$ cat src/rtl/cbt_pkg.sv
package cbt_pkg;
  typedef enum logic [1:0] {
    SEG_SYNC = 2'd0,
    SEG_PROP = 2'd1,
    SEG_PH1  = 2'd2,
    SEG_PH2  = 2'd3
  } seg_e;
endpackage

$ cat src/rtl/cbt_quantum_div.sv
// Divides the module clock into quanta of 2*(prescale+1) cycles.
module cbt_quantum_div #(
  parameter int PRE_W = 6
) (
  input  logic             clk,
  input  logic             rst,
  input  logic             hold,
  input  logic             restart,
  input  logic [PRE_W-1:0] prescale,
  output logic             tq_tick
);
  localparam int CW = PRE_W + 1;

  logic [CW-1:0] cnt;
  logic [CW-1:0] lim;

  assign lim     = {prescale, 1'b1};
  assign tq_tick = !hold && !restart && (cnt >= lim);

  always_ff @(posedge clk) begin
    if (rst || hold || restart) begin
      cnt <= '0;
    end else if (cnt >= lim) begin
      cnt <= '0;
    end else begin
      cnt <= cnt + CW'(1);
    end
  end
endmodule

$ cat src/rtl/cbt_cfg_check.sv
// Flags segment settings that cannot form a legal bit.
module cbt_cfg_check #(
  parameter int SEG_W  = 4,
  parameter int SJW_W  = 3,
  parameter int MIN_TQ = 8,
  parameter int MAX_TQ = 25
) (
  input  logic [SEG_W-1:0] prop_len,
  input  logic [SEG_W-1:0] ph1_len,
  input  logic [SEG_W-1:0] ph2_len,
  input  logic [SJW_W-1:0] sjw,
  output logic             bad
);
  localparam int TW = SEG_W + 3;
  localparam logic [TW-1:0] T_MIN = TW'(MIN_TQ);
  localparam logic [TW-1:0] T_MAX = TW'(MAX_TQ);

  logic [TW-1:0] total;
  logic          zero_len;
  logic          ph2_short;
  logic          len_out;

  always_comb begin
    total     = TW'(1) + TW'(prop_len) + TW'(ph1_len) + TW'(ph2_len);
    zero_len  = (prop_len == '0) || (ph1_len == '0) || (sjw == '0);
    ph2_short = (TW'(ph2_len) < TW'(2)) || (TW'(ph2_len) < TW'(sjw));
    len_out   = (total < T_MIN) || (total > T_MAX);
    bad       = zero_len || ph2_short || len_out;
  end
endmodule

$ cat src/rtl/cbt_edge_det.sv
// Registers the receive line and flags recessive-to-dominant transitions.
module cbt_edge_det (
  input  logic clk,
  input  logic rst,
  input  logic rx,
  output logic fall
);
  logic rx_q;

  always_ff @(posedge clk) begin
    if (rst) begin
      rx_q <= 1'b1;
      fall <= 1'b0;
    end else begin
      rx_q <= rx;
      fall <= rx_q & ~rx;
    end
  end
endmodule

$ cat src/rtl/cbt_seg_seq.sv
// Steps through the four segments, applies hard sync and resynchronization.
module cbt_seg_seq
  import cbt_pkg::*;
#(
  parameter int SEG_W = 4,
  parameter int SJW_W = 3
) (
  input  logic             clk,
  input  logic             rst,
  input  logic             hold,
  input  logic             tq_tick,
  input  logic             fall,
  input  logic             bus_idle,
  input  logic [SEG_W-1:0] prop_len,
  input  logic [SEG_W-1:0] ph1_len,
  input  logic [SEG_W-1:0] ph2_len,
  input  logic [SJW_W-1:0] sjw,
  output logic             restart,
  output logic             tx_pulse,
  output logic             sample_pulse,
  output logic             bit_end
);
  localparam int QW = SEG_W + 2;
  localparam logic [QW-1:0] ONE = QW'(1);

  seg_e             seg;
  logic [QW-1:0]    qcnt;
  logic [SJW_W-1:0] ext, ext_n;
  logic [SJW_W-1:0] shrt, shrt_n;
  logic             resynced;
  logic             took;
  logic             resync_ok;
  logic [QW-1:0]    err;
  logic [QW-1:0]    rem;
  logic             prop_end, ph1_end, ph2_end;

  assign restart   = fall && bus_idle && !hold;
  assign resync_ok = fall && !bus_idle && !resynced && !hold;

  always_comb begin
    ext_n  = ext;
    shrt_n = shrt;
    took   = 1'b0;
    err    = (seg == SEG_PROP) ? (qcnt + ONE) : (QW'(prop_len) + qcnt + ONE);
    rem    = QW'(ph2_len) - qcnt - ONE;
    if (resync_ok) begin
      case (seg)
        SEG_PROP, SEG_PH1: begin
          ext_n = (err > QW'(sjw)) ? sjw : err[SJW_W-1:0];
          took  = 1'b1;
        end
        SEG_PH2: begin
          shrt_n = (rem > QW'(sjw)) ? sjw : rem[SJW_W-1:0];
          took   = 1'b1;
        end
        default: ;
      endcase
    end
    prop_end = (qcnt + ONE) >= QW'(prop_len);
    ph1_end  = (qcnt + ONE) >= (QW'(ph1_len) + QW'(ext_n));
    ph2_end  = (qcnt + ONE) >= (QW'(ph2_len) - QW'(shrt_n));
  end

  always_ff @(posedge clk) begin
    if (rst || hold) begin
      seg          <= SEG_SYNC;
      qcnt         <= '0;
      ext          <= '0;
      shrt         <= '0;
      resynced     <= 1'b0;
      tx_pulse     <= 1'b0;
      sample_pulse <= 1'b0;
      bit_end      <= 1'b0;
    end else begin
      tx_pulse     <= 1'b0;
      sample_pulse <= 1'b0;
      bit_end      <= 1'b0;
      if (restart) begin
        seg      <= SEG_SYNC;
        qcnt     <= '0;
        ext      <= '0;
        shrt     <= '0;
        resynced <= 1'b1;
        tx_pulse <= 1'b1;
      end else begin
        ext  <= ext_n;
        shrt <= shrt_n;
        if (took) resynced <= 1'b1;
        if (tq_tick) begin
          case (seg)
            SEG_SYNC: begin
              seg  <= SEG_PROP;
              qcnt <= '0;
            end
            SEG_PROP: begin
              if (prop_end) begin
                seg  <= SEG_PH1;
                qcnt <= '0;
              end else begin
                qcnt <= qcnt + ONE;
              end
            end
            SEG_PH1: begin
              if (ph1_end) begin
                seg          <= SEG_PH2;
                qcnt         <= '0;
                sample_pulse <= 1'b1;
              end else begin
                qcnt <= qcnt + ONE;
              end
            end
            default: begin
              if (ph2_end) begin
                seg      <= SEG_SYNC;
                qcnt     <= '0;
                ext      <= '0;
                shrt     <= '0;
                resynced <= 1'b0;
                tx_pulse <= 1'b1;
                bit_end  <= 1'b1;
              end else begin
                qcnt <= qcnt + ONE;
              end
            end
          endcase
        end
      end
    end
  end
endmodule

$ cat src/rtl/can_bit_timer.sv
module can_bit_timer #(
  parameter int PRE_W  = 6,
  parameter int SEG_W  = 4,
  parameter int SJW_W  = 3,
  parameter int MIN_TQ = 8,
  parameter int MAX_TQ = 25
) (
  input  logic             clk,
  input  logic             rst,
  input  logic [PRE_W-1:0] prescale,
  input  logic [SEG_W-1:0] prop_len,
  input  logic [SEG_W-1:0] ph1_len,
  input  logic [SEG_W-1:0] ph2_len,
  input  logic [SJW_W-1:0] sjw,
  input  logic             bus_idle,
  input  logic             rx,
  output logic             tx_pulse,
  output logic             sample_pulse,
  output logic             bit_end,
  output logic             cfg_bad
);
  logic bad_c;
  logic tq_tick;
  logic fall;
  logic restart;

  cbt_cfg_check #(
    .SEG_W(SEG_W), .SJW_W(SJW_W), .MIN_TQ(MIN_TQ), .MAX_TQ(MAX_TQ)
  ) u_cfg (
    .prop_len(prop_len), .ph1_len(ph1_len), .ph2_len(ph2_len),
    .sjw(sjw), .bad(bad_c)
  );

  cbt_quantum_div #(.PRE_W(PRE_W)) u_div (
    .clk(clk), .rst(rst), .hold(bad_c), .restart(restart),
    .prescale(prescale), .tq_tick(tq_tick)
  );

  cbt_edge_det u_edge (
    .clk(clk), .rst(rst), .rx(rx), .fall(fall)
  );

  cbt_seg_seq #(.SEG_W(SEG_W), .SJW_W(SJW_W)) u_seq (
    .clk(clk), .rst(rst), .hold(bad_c), .tq_tick(tq_tick), .fall(fall),
    .bus_idle(bus_idle), .prop_len(prop_len), .ph1_len(ph1_len),
    .ph2_len(ph2_len), .sjw(sjw), .restart(restart),
    .tx_pulse(tx_pulse), .sample_pulse(sample_pulse), .bit_end(bit_end)
  );

  always_ff @(posedge clk) begin
    if (rst) cfg_bad <= 1'b0;
    else     cfg_bad <= bad_c;
  end
endmodule

$ cat config.mk
export PLATFORM = sky130hd
export DESIGN_NAME = can_bit_timer
export DESIGN_NICKNAME = d
export VERILOG_FILES = /design/src/rtl/cbt_pkg.sv /design/src/rtl/cbt_quantum_div.sv /design/src/rtl/cbt_cfg_check.sv /design/src/rtl/cbt_edge_det.sv /design/src/rtl/cbt_seg_seq.sv /design/src/rtl/can_bit_timer.sv
export SDC_FILE = /design/constraint.sdc
export NUM_CORES = 1
export LEC_CHECK = 0
export CORE_ASPECT_RATIO = 1.1
export CORE_UTILIZATION = 30
export DETAILED_ROUTE_END_ITERATION = 8
export DONT_BUFFER_PORTS = 1
export GPL_TIMING_DRIVEN = 0
export PLACE_DENSITY = 0.44
export SLEW_MARGIN = 20
export SYNTH_ARGS = -nofsm -noshare
export SYNTH_HDL_FRONTEND = slang
export SYNTH_SLANG_ARGS = --single-unit
$ cat constraint.sdc
create_clock -name clk -period 5.6 [get_ports clk]
set_input_delay 0.56 -clock clk [delete_from_list [all_inputs] [get_ports clk]]
set_output_delay 0.56 -clock clk [all_outputs]
set_load 0.01 [all_outputs]
---- Word level (Yosys, flattened, before mapping) ----
Cells that the tools add are included.
Widths: inputs -> output; s select.
word-level totals
  register bits after elaboration ......... 28
  latch bits .............................. 0
  RAM bits ................................ 0
  memory bits (read-only) ................. 0
  input port bits ......................... 25
  output and inout bits ................... 4
  word-level logic and storage cells ...... 106
  memories ................................ 0
operators by class
  $add $sub $neg .......................... 11
  multipliers ............................. 0
  div/mod/pow operators ................... 0
  magnitude comparators ................... 10
  equal/unequal tests ..................... 5
  shift operators ......................... 0
  muxes and demuxes ....................... 33
  bitwise logic cells ..................... 4
  reduce and logical (&&, ||, !) cells .... 31
operator list
  operator             count
  $mux 3               12
  $mux 6               4
  $pmux 6 s3           1
  $add 7x4->7          2
  $add 6x1->6 const B  2
  $ge 6x6->1           2
  $gt 6x3->1           2
  $mux 1               12
  $logic_not 4->1      2
  $logic_or 1x1->1     8
  $add 7x1->7 const B  1
  $ge 7x7->1           1
  $gt 7x5->1 const B   1
  $logic_and 1x1->1    7
  $lt 7x4->1 const B   1
  $add 4x6->6          1
  $ge 6x4->1           1
  $mux 2               3
  $pmux 2 s3           1
  $reduce_or 2->1      3
  $reduce_or 3->1      2
  $sub 4x6->6          1
  $sub 6x1->6 const B  1
  $add 1x4->5 const A  1
  other kinds (15)     22

---- Depth between registers and ports, before layout ----
Gate-level depths: netlist of the first run.
  depth after elaboration ................. 15
  depth in mapped cells ................... 25
  gate-level depth less buffers ........... 25

---- Cells and area by module ----
Synthesis of the first run repeated with hierarchy kept, for this count alone.
second synthesis, totals
  cells, all modules ...................... 367
  area total of the unflattened synthesis .. 3,098.0 µm²
modules (own cells, without submodules)
  module           instances  cells each  area an instance (µm²)  sequential area each (µm²)
  cbt_seg_seq      1          255         2,120.8                 360.3
  cbt_quantum_div  1          51          452.9                   140.1
  cbt_cfg_check    1          55          436.7                   0.0
  cbt_edge_det     1          4           53.8                    40.0
  can_bit_timer    1          2           33.8                    20.0

---- Worst setup path after synthesis of the first run ----
No wires, ideal clock.
  path kind ............................... input -> register
  start ................................... input port prop_len[0]
  end ..................................... register u_seq.seg[1]
  library setup time ...................... 0.128 ns
  arrival ................................. 5.138 ns
  required time ........................... 5.472 ns
  slack ................................... 0.335 ns
  stages on the path ...................... 23
  buffers on the path ..................... 0
  cells stage by stage .................... inv_1 > ha_1 > fa_1 > ha_1 > fa_1 > xnor2_1 > nor3_1 > mux2i_1 > nand3_2 > nor2_1 > nor2_1 > a21oi_1 > ha_1 > inv_1 > fa_1 > ha_1 > a21o_1 > a21o_1 > a21oi_1 > o211ai_1 > and4_1 > mux2i_1 > nor2_1
between the ends
  longest elaborated chain between the ends .. 13
  elaborated cells between the ends (all ways) .. 36
  classes of those cells .................. add/sub (7); order compare (6); eq/ne (2); mux (5); reduce/logical (16)
ends and longest elaborated chain
  element                                                           line                                                         RTL
  start: declaration                                                can_bit_timer.sv:11                                          input logic [SEG_W-1:0] prop_len,
  $add 1x4->5                                                       cbt_cfg_check.sv:24                                          total = TW'(1) + TW'(prop_len) + TW'(ph1_len) + TW'(ph2_len);
  $add 7x4->7 (2 in series)                                         cbt_cfg_check.sv:24
  $lt 7x4->1 / $gt 7x5->1 (equally long branches)                   cbt_cfg_check.sv:27                                          len_out = (total < T_MIN) || (total > T_MAX);
  $logic_or 1x1->1                                                  cbt_cfg_check.sv:27
  $logic_or 1x1->1                                                  cbt_cfg_check.sv:28                                          bad = zero_len || ph2_short || len_out;
  $logic_not 1->1                                                   cbt_quantum_div.sv:18, cbt_seg_seq.sv:37, cbt_seg_seq.sv:38
  $logic_and 1x1->1                                                 cbt_seg_seq.sv:38                                            assign resync_ok = fall && !bus_idle && !resynced && !hold;
  $mux 3                                                            cbt_seg_seq.sv:46                                            if (resync_ok) begin
  $add 4x3->5 / $sub 4x3->5 (equally long branches)                 cbt_seg_seq.sv:60, cbt_seg_seq.sv:61
  $ge 6x6->1 (on tied branches)                                     cbt_seg_seq.sv:60, cbt_seg_seq.sv:61
  $ne 2x1->1 (no line) / $reduce_bool 4->1 (equally long branches)  n/a
  $reduce_and 4->1 (no line)                                        n/a
  end signal: assignment                                            cbt_seg_seq.sv:66                                            seg <= SEG_SYNC;
  end signal: assignment                                            cbt_seg_seq.sv:79                                            seg <= SEG_SYNC;
  end signal: assignment                                            cbt_seg_seq.sv:92                                            seg <= SEG_PROP;
  end: declaration                                                  cbt_seg_seq.sv:26                                            seg_e seg;
Parallel ways exist; a longest one is shown, timed or not.
A chain may end at the register's enable or synchronous reset.

---- Final worst setup path of the first run ----
Same ends and word-level chain as after synthesis.

==> results of run 1 <==
==> area by class of cell <==
cell class | instances | share of cell area (%)
Buffer | 4 | 0.586
Sequential cell | 28 | 16.5
Clock buffer | 3 | 1.21
Tap cell | 120 | 4.40
Multi-Input combinational cell | 289 | 69.5
Clock inverter | 1 | 0.879
Timing Repair Buffer | 6 | 1.32
Inverter | 51 | 5.61
==> report_power, final <==
group	internal [mW]	switching, mW	total, mW
clock	0.0958	0.0661	0.162
sequential	0.203	0.00387	0.207
combinational	0.0866	0.114	0.201
==> per-layer routing <==
metal / vias to the layer above / GRT usage [%]
li1: 1328 / -
met1: 1154 / 21.2
met2: 30 / 24.9
met3: 5 / 1.42
met4: 0 / 2.88
met5: - / 0
==> state kept, by name (all words and copies together) (netlist names) <==
register	flops
u_seq.bit_end	1
u_edge.fall	1
u_seq.shrt	3
u_seq.ext	3
u_div.cnt	7
u_edge.rx_q	1
u_seq.seg	2
u_seq.qcnt	6
u_seq.sample_pulse	1
u_seq.tx_pulse	1
cfg_bad	1
u_seq.resynced	1
==> final timing paths <==
check           startpoint        endpoint  depth (start not counted)
max            prop_len[0]    u_seq.seg[1]                         23
max reg2reg  u_seq.qcnt[0]    u_seq.seg[1]                         24
min                    rst  u_seq.resynced                          1
min reg2reg    u_edge.rx_q     u_edge.fall                          2
==> cell families (layout without fill, tap and decap cells) <==
family,after synthesis,in the layout,share of synthesized area [%]
and+or+nand+nor,114,115,20.0
AOI/OAI and AO/OA,79,79,17.8
adders and majority gates,64,64,27.8
buffers and inverters,55,65,6.84
DFF,28,28,18.1
xor gates and xnor gates,19,19,5.38
muxes,12,12,4.05
==> metrics by stage <==
step	hold WS [ns]	setup TNS, ns
3_5_place_dp	0.402	-4.68
3_3_place_gp	0.401	-4.06
2_1_floorplan	0.392	0
6_report	0.338	0
5_1_grt	0.334	0
4_1_cts	0.334	0
==> worst max-delay path, stage by stage <==
cell and delay [ns]:
inv_1 0.04, ha_1 0.31, fa_1 0.44, ha_1 0.24
fa_1 0.43, a21oi_1 0.17, nor2_1 0.08, nor4_4 0.32
and3_4 0.30, nand2_4 0.07, nand2_1 0.07, o21ai_0 0.11
ha_1 0.24, o221ai_1 0.19, o31a_2 0.17, or4b_1 0.43
o311ai_1 0.12, ha_1 0.29, a21oi_1 0.26, o2111ai_1 0.16
and4_2 0.28, mux2i_1 0.15, nor2_1 0.05
==> cells in the final DEF (no fill, tap or decap), types with 6 or more instances in the layout <==
cell type / instances
mux2i_1: 7
nor2_1: 34
inv_1: 51
fa_1: 8
nand2_1: 16
o21ai_0: 8
a21oi_1: 23
dfxtp_1: 27
nor2b_1: 6
a21o_1: 11
ha_1: 55
nand3_1: 10
nor3_1: 11
nand2b_1: 7
xnor2_1: 13
buf_4: 7
==> cells in the mapped netlist (all sizes together) (2+ instances only) <==
| cell | number |
|---|---|
| nor3b | 4 |
| a211o | 2 |
| a31oi | 3 |
| and3 | 3 |
| buf | 2 |
| o21ai | 10 |
| a21o | 11 |
| fa | 8 |
| nand3b | 3 |
| nand2b | 8 |
| nor2b | 6 |
| or2 | 4 |
| nand3 | 12 |
| a211oi | 6 |
| nor4b | 2 |
| nor2 | 35 |
| or4 | 2 |
| clkbuf | 2 |
| xor2 | 5 |
| nor4 | 2 |
| ha | 55 |
| xnor2 | 14 |
| o211ai | 2 |
| dfxtp | 28 |
| inv | 51 |
| mux2 | 4 |
| nand2 | 17 |
| a21oi | 24 |
| mux2i | 8 |
| nand4 | 2 |
| nor3 | 11 |
| o21a | 6 |
| a2111oi | 4 |
==> repair_timing <==
action                                  in CTS  in global routing
setup buffers                                0                  6
endpoints found under the setup margin       8                 16
resized for setup                            3                 11
pin swaps                                    0                  2
gates cloned                                 0                  1
==> summary.md, run 1 <==
| Metric | Value |
|---|---|
| Clock Skews | 0.00540 ns |
| Mapped cell area | 0.00309 mm2 |
| CTS tree | built |
| Final Worst Setup Slack | 0.280 ns |
| Antenna Cells | 0 |
| DRT iter0 DRCs | 81 |
| Finished Core Util | 34.4% |
| Initial Util | 31.1% |
| Mapped Nets | 459 |
| Die width | 98.8 um |
| Post-synth top flop | dfxtp_1 |
| Placed cell area | 0.00324 mm2 |
| Fmax | 188 MHz |
| IO Count | 29 |
| Remaining DRCs | 0 |
| DR WL met3 | 236 um |
| Final #Nets | 471 |
| Top Metal Used | met4 |
| CP Data Arrival Time | 5.48 ns |
| Max cap viols | 0 |
| Seq/Total Area, Yosys | 18.1% |
| Yosys reg bits | 28 |
| Critical Path Fanout Max | 5 |
| Bufs on Longest Clock Path | 2 |
| Placed instance count | 491 |
| Met2 WL post-DR | 3250 um |
| Die Height | 108 um |
| Top-area cell type share of the netlist area | 22.3% |
| Top cells by area, synth | ha_1 (22%), dfxtp_1 (18%), inv_1 (6.2%), fa_1 (5.2%), nor2_1 (4.2%) |
| Clk slew on worst S/H paths | 0.10 ns |
| FF/Latch Area | 564 um2 |
| Minimum clock period | 5.32 ns |
| Max_slew headroom | 46.2% |
| Skew-Pair Late Insertion Delay | 0.28 ns |
| Post-synth ARST share | 0% |
| GPL Wtd Cong | 0.793 |
| Syn Inst Count | 371 |
| WP data required | 5.76 ns |
| Rows | 38 |
| Pin count of the biggest net entering global routing | 17 |
| Crit end category | flip-flop |
| Count of final hold-check violations | 0 |
| First-pass GRT wire length | 12800 um |
| Syn. warnings | 0 |
| EDFF count, synth | 0 |
| RSZ-0062 raised after global routing | false |
| DRT met1 WL | 3960 um |
| Pre-CTS setup slack | -0.503 ns |
| Drt pass-1 iters | 4 |
| Port Buffer Count | 0 |
| Power Density | 167 mW/mm2 |
| Final Slew Violations | 0 |
| Area taken by multi-input logic gates | 0.00237 mm2 |
| WL final | 7500 um |
| Vias in the first global route | 2508 |
| Synthesized area per cell | 8.33 um2 |
| Fraction of layout cells with a size suffix above 1 | 10.5% |
| Antenna violations before repair | 0 |
| Synth cell types | 61 |
| Fillcell total | 1029 |
| CTS Hold Buffers Added | 0 |
| Setup CP Type | primary input to flip-flop |
| Cts bufs inserted | 3 |
| Status | finished, final reports clean |
| CTS sink count | 28 |
| Post-route clock period utilization | 95.0% |
| Mean routed wirelength per cell | 14.9 um |
| Final setup viols | 0 |
| Core Region | 0.00994 mm2 |
| Design area | 0.00341 mm2 |
| Fin cells | 502 |
| Max VDD drop | 0.126 mV |
| GR Overflow Total | 0 |
| Area growth syn-to-layout | 10.4% |
| R2R Setup Slk | 0.38 ns |
| DP Wirelength | 6160 um |
| Global Route Usage Sum | 15.0% |
| Slew @ Worst Pin | 0.786 ns |
| Vias | 2517 |
| Total power | 0.569 mW |
| P_leak | 1.54 nW |
| Startpoint Class | primary input |
| Leading area contributor after synthesis | ha_1 |
| CTS Root Cell | clkbuf_8 |
| Die ar. | 0.0107 mm2 |
| DRT antenna net count | 0 |
| HP Class | primary input to flip-flop |
| Vias/cell | 5.01 |
| H-tree depth | 1 |
(Power assumes the default switching activity.)
==> run 2: changes to the inputs <==
- SYNTH_HIERARCHICAL: default -> 1
==> run 2 against run 1 <==
  * Sequential power hardly changed
  * Maximum frequency is 0.28% lower
  * Clock skew is 0.0061 ns higher
  * Critical path type unchanged
==> summary.md, run 2 <==
| Metric | Value |
|---|---|
| Minimum clock period | 5.34 ns |
| CTS sink count | 28 |
| Met2 WL post-DR | 3610 um |
| Cell with the most instances after synthesis | ha_1 |
| Cts bufs inserted | 3 |
| Count of final hold-check violations | 0 |
| Post-route clock period utilization | 95.3% |
| DP Wirelength | 6160 um |
| Critical Path Fanout Max | 5 |
| Vias/cell | 5.12 |
| Synth top cells by count | ha_1 (55), inv_1 (50), dfxtp_1 (28) |
| Vias | 2523 |
| Final Slew Violations | 0 |
| Top cells by area, synth | ha_1 (22%), dfxtp_1 (18%), inv_1 (6.1%), fa_1 (5.2%), a21oi_1 (4.2%) |
| First-pass GRT wire length | 12500 um |
| Initial Util | 31.2% |
| WL final | 7590 um |
| GR Overflow Total | 0 |
| Die Height | 109 um |
| Skew-Pair Late Insertion Delay | 0.29 ns |
| Slew @ Worst Pin | 0.899 ns |
| Mean routed wirelength per cell | 15.4 um |
| CP Data Arrival Time | 5.52 ns |
| RSZ-0062 raised after global routing | false |
| Biggest register | u_div/cnt |
| Pin count of the biggest net entering global routing | 17 |
| Global Route Usage Sum | 14.9% |
| Max_slew headroom | 40.1% |
| Hold_ws | 0.312 ns |
| H-tree depth | 1 |
| GPL Wtd Cong | 0.783 |
| Regs by FF count | u_div/cnt x7, u_seq/qcnt x6 |
| Seq/Total Area, Yosys | 18.1% |
| Placed instance count | 487 |
| Clk slew on worst S/H paths | 0.11 ns |
| Antenna violations before repair | 0 |
| Antenna Cells | 0 |
| WP data required | 5.78 ns |
| Synth cell types | 61 |
| Max VDD drop | 0.100 mV |
| Leading area contributor after synthesis | ha_1 |
| Core Region | 0.00994 mm2 |
| Syn. warnings | 6 |
| CTS Hold Buffers Added | 0 |
| Crit end category | flip-flop |
| Area growth syn-to-layout | 9.90% |
| Top-area cell type share of the netlist area | 22.2% |
| Vias in the first global route | 2455 |
| Fmax | 187 MHz |
| Commonest non-fill, non-tap cell in the layout | ha_1 |
| CTS Root Cell | clkbuf_8 |
| Die ar. | 0.0107 mm2 |
| Startpoint Class | primary input |
| Synthesized area per cell | 8.44 um2 |
| Fin cells | 493 |
| Bufs on Longest Clock Path | 2 |
| Max reg flops | 7 |
| DR WL met3 | 250 um |
| EDFF count, synth | 0 |
| Clock Skews | 0.0115 ns |
| Rows | 38 |
| Power Density | 158 mW/mm2 |
| Die width | 98.9 um |
| Mapped cell area | 0.00310 mm2 |
| Post-synth ARST share | 0% |
| R2R Setup Slk | 0.31 ns |
| Drt pass-1 iters | 4 |
| Top Metal Used | met4 |
| Remaining DRCs | 0 |
| Yosys reg bits | 28 |
| Commonest cells after routing, fill and taps aside | ha_1 (55), inv_1 (50), dfxtp_1 (27), a21oi_1 (24), nor2_1 (22) |
| DRT met1 WL | 3630 um |
| Max cap viols | 0 |
| DRT antenna net count | 0 |
| Port Buffer Count | 0 |
| CTS tree | built |
| Finished Core Util | 34.3% |
| Fraction of layout cells with a size suffix above 1 | 11.3% |
| Syn Inst Count | 367 |
| Mapped Nets | 455 |
| HP Class | primary input to flip-flop |
| Setup CP Type | primary input to flip-flop |
| Status | finished, final reports clean |
| Setup_tns | 0 ns |
| IO Count | 29 |
| Final #Nets | 462 |
| DRT iter0 DRCs | 93 |
| P_leak | 1.51 nW |
| Final setup viols | 0 |
| Post-synth top flop | dfxtp_1 |
[run 2: per-layer routing]
metal | track usage [%] | vias to the layer above
met5 | 0 | -
li1 | - | 1327
met4 | 4.58 | 0
met1 | 19.1 | 1159
met2 | 25.6 | 29
met3 | 2.52 | 8
[run 2: layout make-up]
cell class              count  area [um2]
fillers                  1042        6530
multi-input cells         285        2400
flip-flops and latches     28         562
inverters                  50         188
well taps                 120         150
clock buffers               3        41.3
clock inverters             1        30.0
repair buffers              3        22.5
plain buffers               3        13.8
[run 2: critical path: stages]
cell       delay [ns]
fa_1             0.52
fa_1             0.49
xor2_1           0.19
o21a_1           0.19
a2111oi_2        0.39
nand4_1          0.19
nand2b_1         0.22
nor3_2           0.15
and2_4           0.22
mux2i_4          0.26
inv_1            0.07
ha_1             0.27
a21o_1           0.18
a21oi_1          0.17
xor2_1           0.10
ha_1             0.28
o21a_1           0.10
o21ai_0          0.08
a21oi_2          0.22
o22ai_4          0.11
buf_4            0.15
o2111a_1         0.23
a22o_1           0.18
[run 2: cell families (layout without fill, tap and decap cells)]
group                      after synthesis  after routing  share of synthesized area, %
and+or+nand+nor                        105            105                          19.8
buffers and inverters                   54             60                          6.62
AOI/OAI and AO/OA                       93             93                          20.6
DFF                                     28             28                          18.1
xor gates and xnor gates                14             14                          3.96
adders and majority gates               63             63                          27.4
muxes                                   10             10                          3.51
[run 2: report_power, final]
part	internal, mW	switching [mW]
Combinational	0.0706	0.0921
Sequential	0.203	0.00383
Clock	0.0960	0.0714
[run 2: repair_timing]
item,CTS,global route
gates resized for setup,4,14
pin swaps,1,2
endpoints found under the setup margin,17,15
setup buffers,1,2
[run 2: path summary, 6_finish.rpt]
check,startpoint,end,depth (start not counted)
setup / recovery,prop_len[1],u_seq/qcnt[1],23
hold / removal,rst,cfg_bad,1
setup reg to reg,u_seq/qcnt[0],u_seq/qcnt[1],25
hold reg to reg,u_edge/rx_q,u_edge/fall,1
[run 2: metrics by stage]
step	power (mW)	area, um2	setup slack [ns]
2_1_floorplan	0.337	3100	0.133
3_3_place_gp	0.366	3250	-0.866
3_5_place_dp	0.367	3250	-0.883
4_1_cts	0.542	3330	0.00874
5_1_grt	0.573	3400	0.00180
6_report	0.537	3400	0.265
==> run 3: changes to the inputs <==
- GPL_TIMING_DRIVEN: 0 -> default
==> run 3 against run 2 <==
  * Combinational power about the same
  * Die area unchanged
  * Maximum frequency up 1.8%
  * Sequential cell count unchanged
  * Via count up 2.4%
  * Critical endpoint unchanged
  * Count of clock-buffer cells in the layout unchanged
  * Wire length up 2.5%
  * Sequential share of layout area down 0.079 points
  * Hold slack better by 0.0082 ns
==> summary.md, run 3 (synthesized netlist as in run 2, its figures left out) <==
| Metric | Value |
|---|---|
| Area growth syn-to-layout | 10.2% |
| GR Overflow Total | 0 |
| Placed cell area | 0.00334 mm2 |
| Total power | 0.538 mW |
| Finished Core Util | 34.3% |
| R2R depth | 23 |
| Drt pass-1 iters | 4 |
| Max_slew headroom | 55.7% |
| P_leak | 1.54 nW |
| HP Class | primary input to flip-flop |
| First-pass GRT wire length | 13200 um |
| Die ar. | 0.0107 mm2 |
| CTS sink count | 28 |
| Antenna Cells | 0 |
| Power Density | 158 mW/mm2 |
| CTS Root Cell | clkbuf_8 |
| Vias in the first global route | 2646 |
| Vias/cell | 5.16 |
| GPL Wtd Cong | 0.844 |
| Minimum clock period | 5.24 ns |
| Clk slew on worst S/H paths | 0.11 ns |
| CP max-delay cell | fa_1 |
| Status | finished, final reports clean |
| Pin count of the biggest net entering global routing | 17 |
| WP buf/inv | 1 |
| Startpoint Class | primary input |
| Mean routed wirelength per cell | 15.5 um |
| Commonest cells after routing, fill and taps aside | ha_1 (55), inv_1 (50), dfxtp_1 (28), a21oi_1 (26), nor2_1 (22) |
| H-tree depth | 1 |
| Bufs on Longest Clock Path | 2 |
| RR Startpoint | u_seq/qcnt[0] |
| Fraction of layout cells with a size suffix above 1 | 10.2% |
| Post-CTS setup buffers | 0 |
| Die width | 98.9 um |
| Cts bufs inserted | 3 |
| Setup CP Type | primary input to flip-flop |
| CP Cell Sequence | fa_1 > fa_1 > xor2_1 > o21a_1 > a2111oi_2 > nand4_1 > nand2b_1 > nor3_1 > and2_1 > mux2i_2 > inv_1 > ha_1 > a21o_1 > a21oi_1 > xor2_1 > ha_1 > o21a_1 > o21ai_0 > a21oi_1 > o22ai_4 > o2111a_1 > a22o_1 |
| Critical Path Fanout Max | 5 |
| CP Data Arrival Time | 5.42 ns |
| Setup_tns | 0 ns |
| Design area | 0.00341 mm2 |
| DRT antenna net count | 0 |
| Hold EP | cfg_bad |
| Commonest non-fill, non-tap cell in the layout | ha_1 |
| Core Region | 0.00994 mm2 |
| CTS Hold Buffers Added | 0 |
| Biggest register | u_div/cnt |
| Max reg flops | 7 |
| Post-route clock period utilization | 93.6% |
| Final Worst Setup Slack | 0.361 ns |
| RR Endpoint | u_seq/qcnt[1] |
| Regs by FF count | u_div/cnt x7, u_seq/qcnt x6 |
| Vias | 2584 |
| Die Height | 109 um |
| Final Slew Violations | 0 |
| Max VDD drop | 0.106 mV |
| Initial Util | 31.2% |
| R2R Setup Slk | 0.41 ns |
| Global Route Usage Sum | 15.5% |
| Slew @ Worst Pin | 0.662 ns |
| Final setup viols | 0 |
| Slowest stage delay, CP | 0.51 ns |
| Fmax | 191 MHz |
| Clock Skews | 0.00941 ns |
| Critical path's top delay family | compound AO/OA/AOI/OAI gates |
| Final #Nets | 470 |
| Crit end category | flip-flop |
| Port Buffer Count | 0 |
| Hold_sp | rst |
| WP data required | 5.78 ns |
| Remaining DRCs | 0 |
| Skew-Pair Late Insertion Delay | 0.28 ns |
| Antenna violations before repair | 0 |
| WL final | 7780 um |
| Pre-CTS setup slack | -0.0183 ns |
| Hold Path Depth | 1 |
| Max cap viols | 0 |
| CTS tree | built |
| Fillcell total | 1051 |
| Count of final hold-check violations | 0 |
| IO Count | 29 |
| DRT iter0 DRCs | 121 |
| Rows | 38 |
| DP Wirelength | 6480 um |
run 3: changes by cell type in the layout (fill, tap and decap cells not counted), moves of 2 or more:
cell / delta
buf_4: +11
a21oi_1: +2
a21oi_2: -2
and2_1: +2
and2_4: -2
buf_2: -2
nand2_1: +2
nand2_2: -2
run 3: worst register-to-register path, stage by stage, from the launching register on:
cell and delay [ns]:
dfxtp_1 0.37, inv_1 0.10, ha_1 0.22, inv_1 0.07, fa_1 0.41, mux2_2 0.29, ha_1 0.30, nor2b_1 0.13
o21ai_0 0.15, a32oi_1 0.11, a21oi_2 0.26, mux2i_1 0.34, mux2_2 0.23, ha_1 0.16, inv_1 0.06, fa_1 0.40
nor2b_1 0.13, o21ai_0 0.12, ha_1 0.30, o21ai_0 0.07, a21oi_1 0.28, o22ai_4 0.15, o2111a_1 0.27, a22o_1 0.17
run 3: power by group:
part | internal (mW) | switching (mW) | total [mW]
Clock | 0.0959 | 0.0699 | 0.166
Combinational | 0.0742 | 0.0914 | 0.166
Sequential | 0.203 | 0.00391 | 0.207
run 3: what timing repair did:
item,4_1_cts,5_1_grt
resized for setup,0,2
endpoints found under the hold margin,0,0
endpoints found under the setup margin,0,4
run 3: area by class of cell:
cell class	instances	area (um2)	area share, %
clock buffers	3	41.3	1.21
clock inverters	1	30.0	0.880
inverters	50	188	5.50
well taps	120	150	4.40
multi-input cells	285	2340	68.5
repair buffers	14	105	3.08
flip-flops and latches	28	561	16.4
run 3: per-stage QoR:
| stage | hold WS [ns] | instances |
|---|---|---|
| 3_3_place_gp | 0.447 | 497 |
| 3_5_place_dp | 0.462 | 497 |
| 4_1_cts | 0.308 | 501 |
| 5_1_grt | 0.296 | 501 |
| 6_report | 0.320 | 501 |
| 2_1_floorplan | 0.438 | 367 |
run 3: worst max path at each step:
| stage | startpoint | slack (ns) | endpoint | cells after the start |
|---|---|---|---|---|
| floorplan | prop_len[1] | 0.13 | u_seq/seg[1] | 22 |
| global placement | prop_len[1] | 0.04 | u_seq/seg[1] | 24 |
| detailed placement | prop_len[1] | -0.02 | u_seq/seg[1] | 24 |
| CTS | prop_len[1] | 0.19 | u_seq/seg[1] | 24 |
| global route | prop_len[1] | -0.02 | u_seq/seg[1] | 25 |
| finish | prop_len[1] | 0.36 | u_seq/qcnt[1] | 22 |
run 3: per-layer routing:
layer / wire length (um) / vias to the layer above / share of wire [%] / track usage [%]
met3: 289 / 6 / 3.7 / 1.87
met1: 3680 / 1202 / 47 / 19.8
met4: 87 / 0 / 1.1 / 3.94
met5: 0 / - / 0 / 0
li1: - / 1341 / - / -
met2: 3730 / 35 / 48 / 27.7
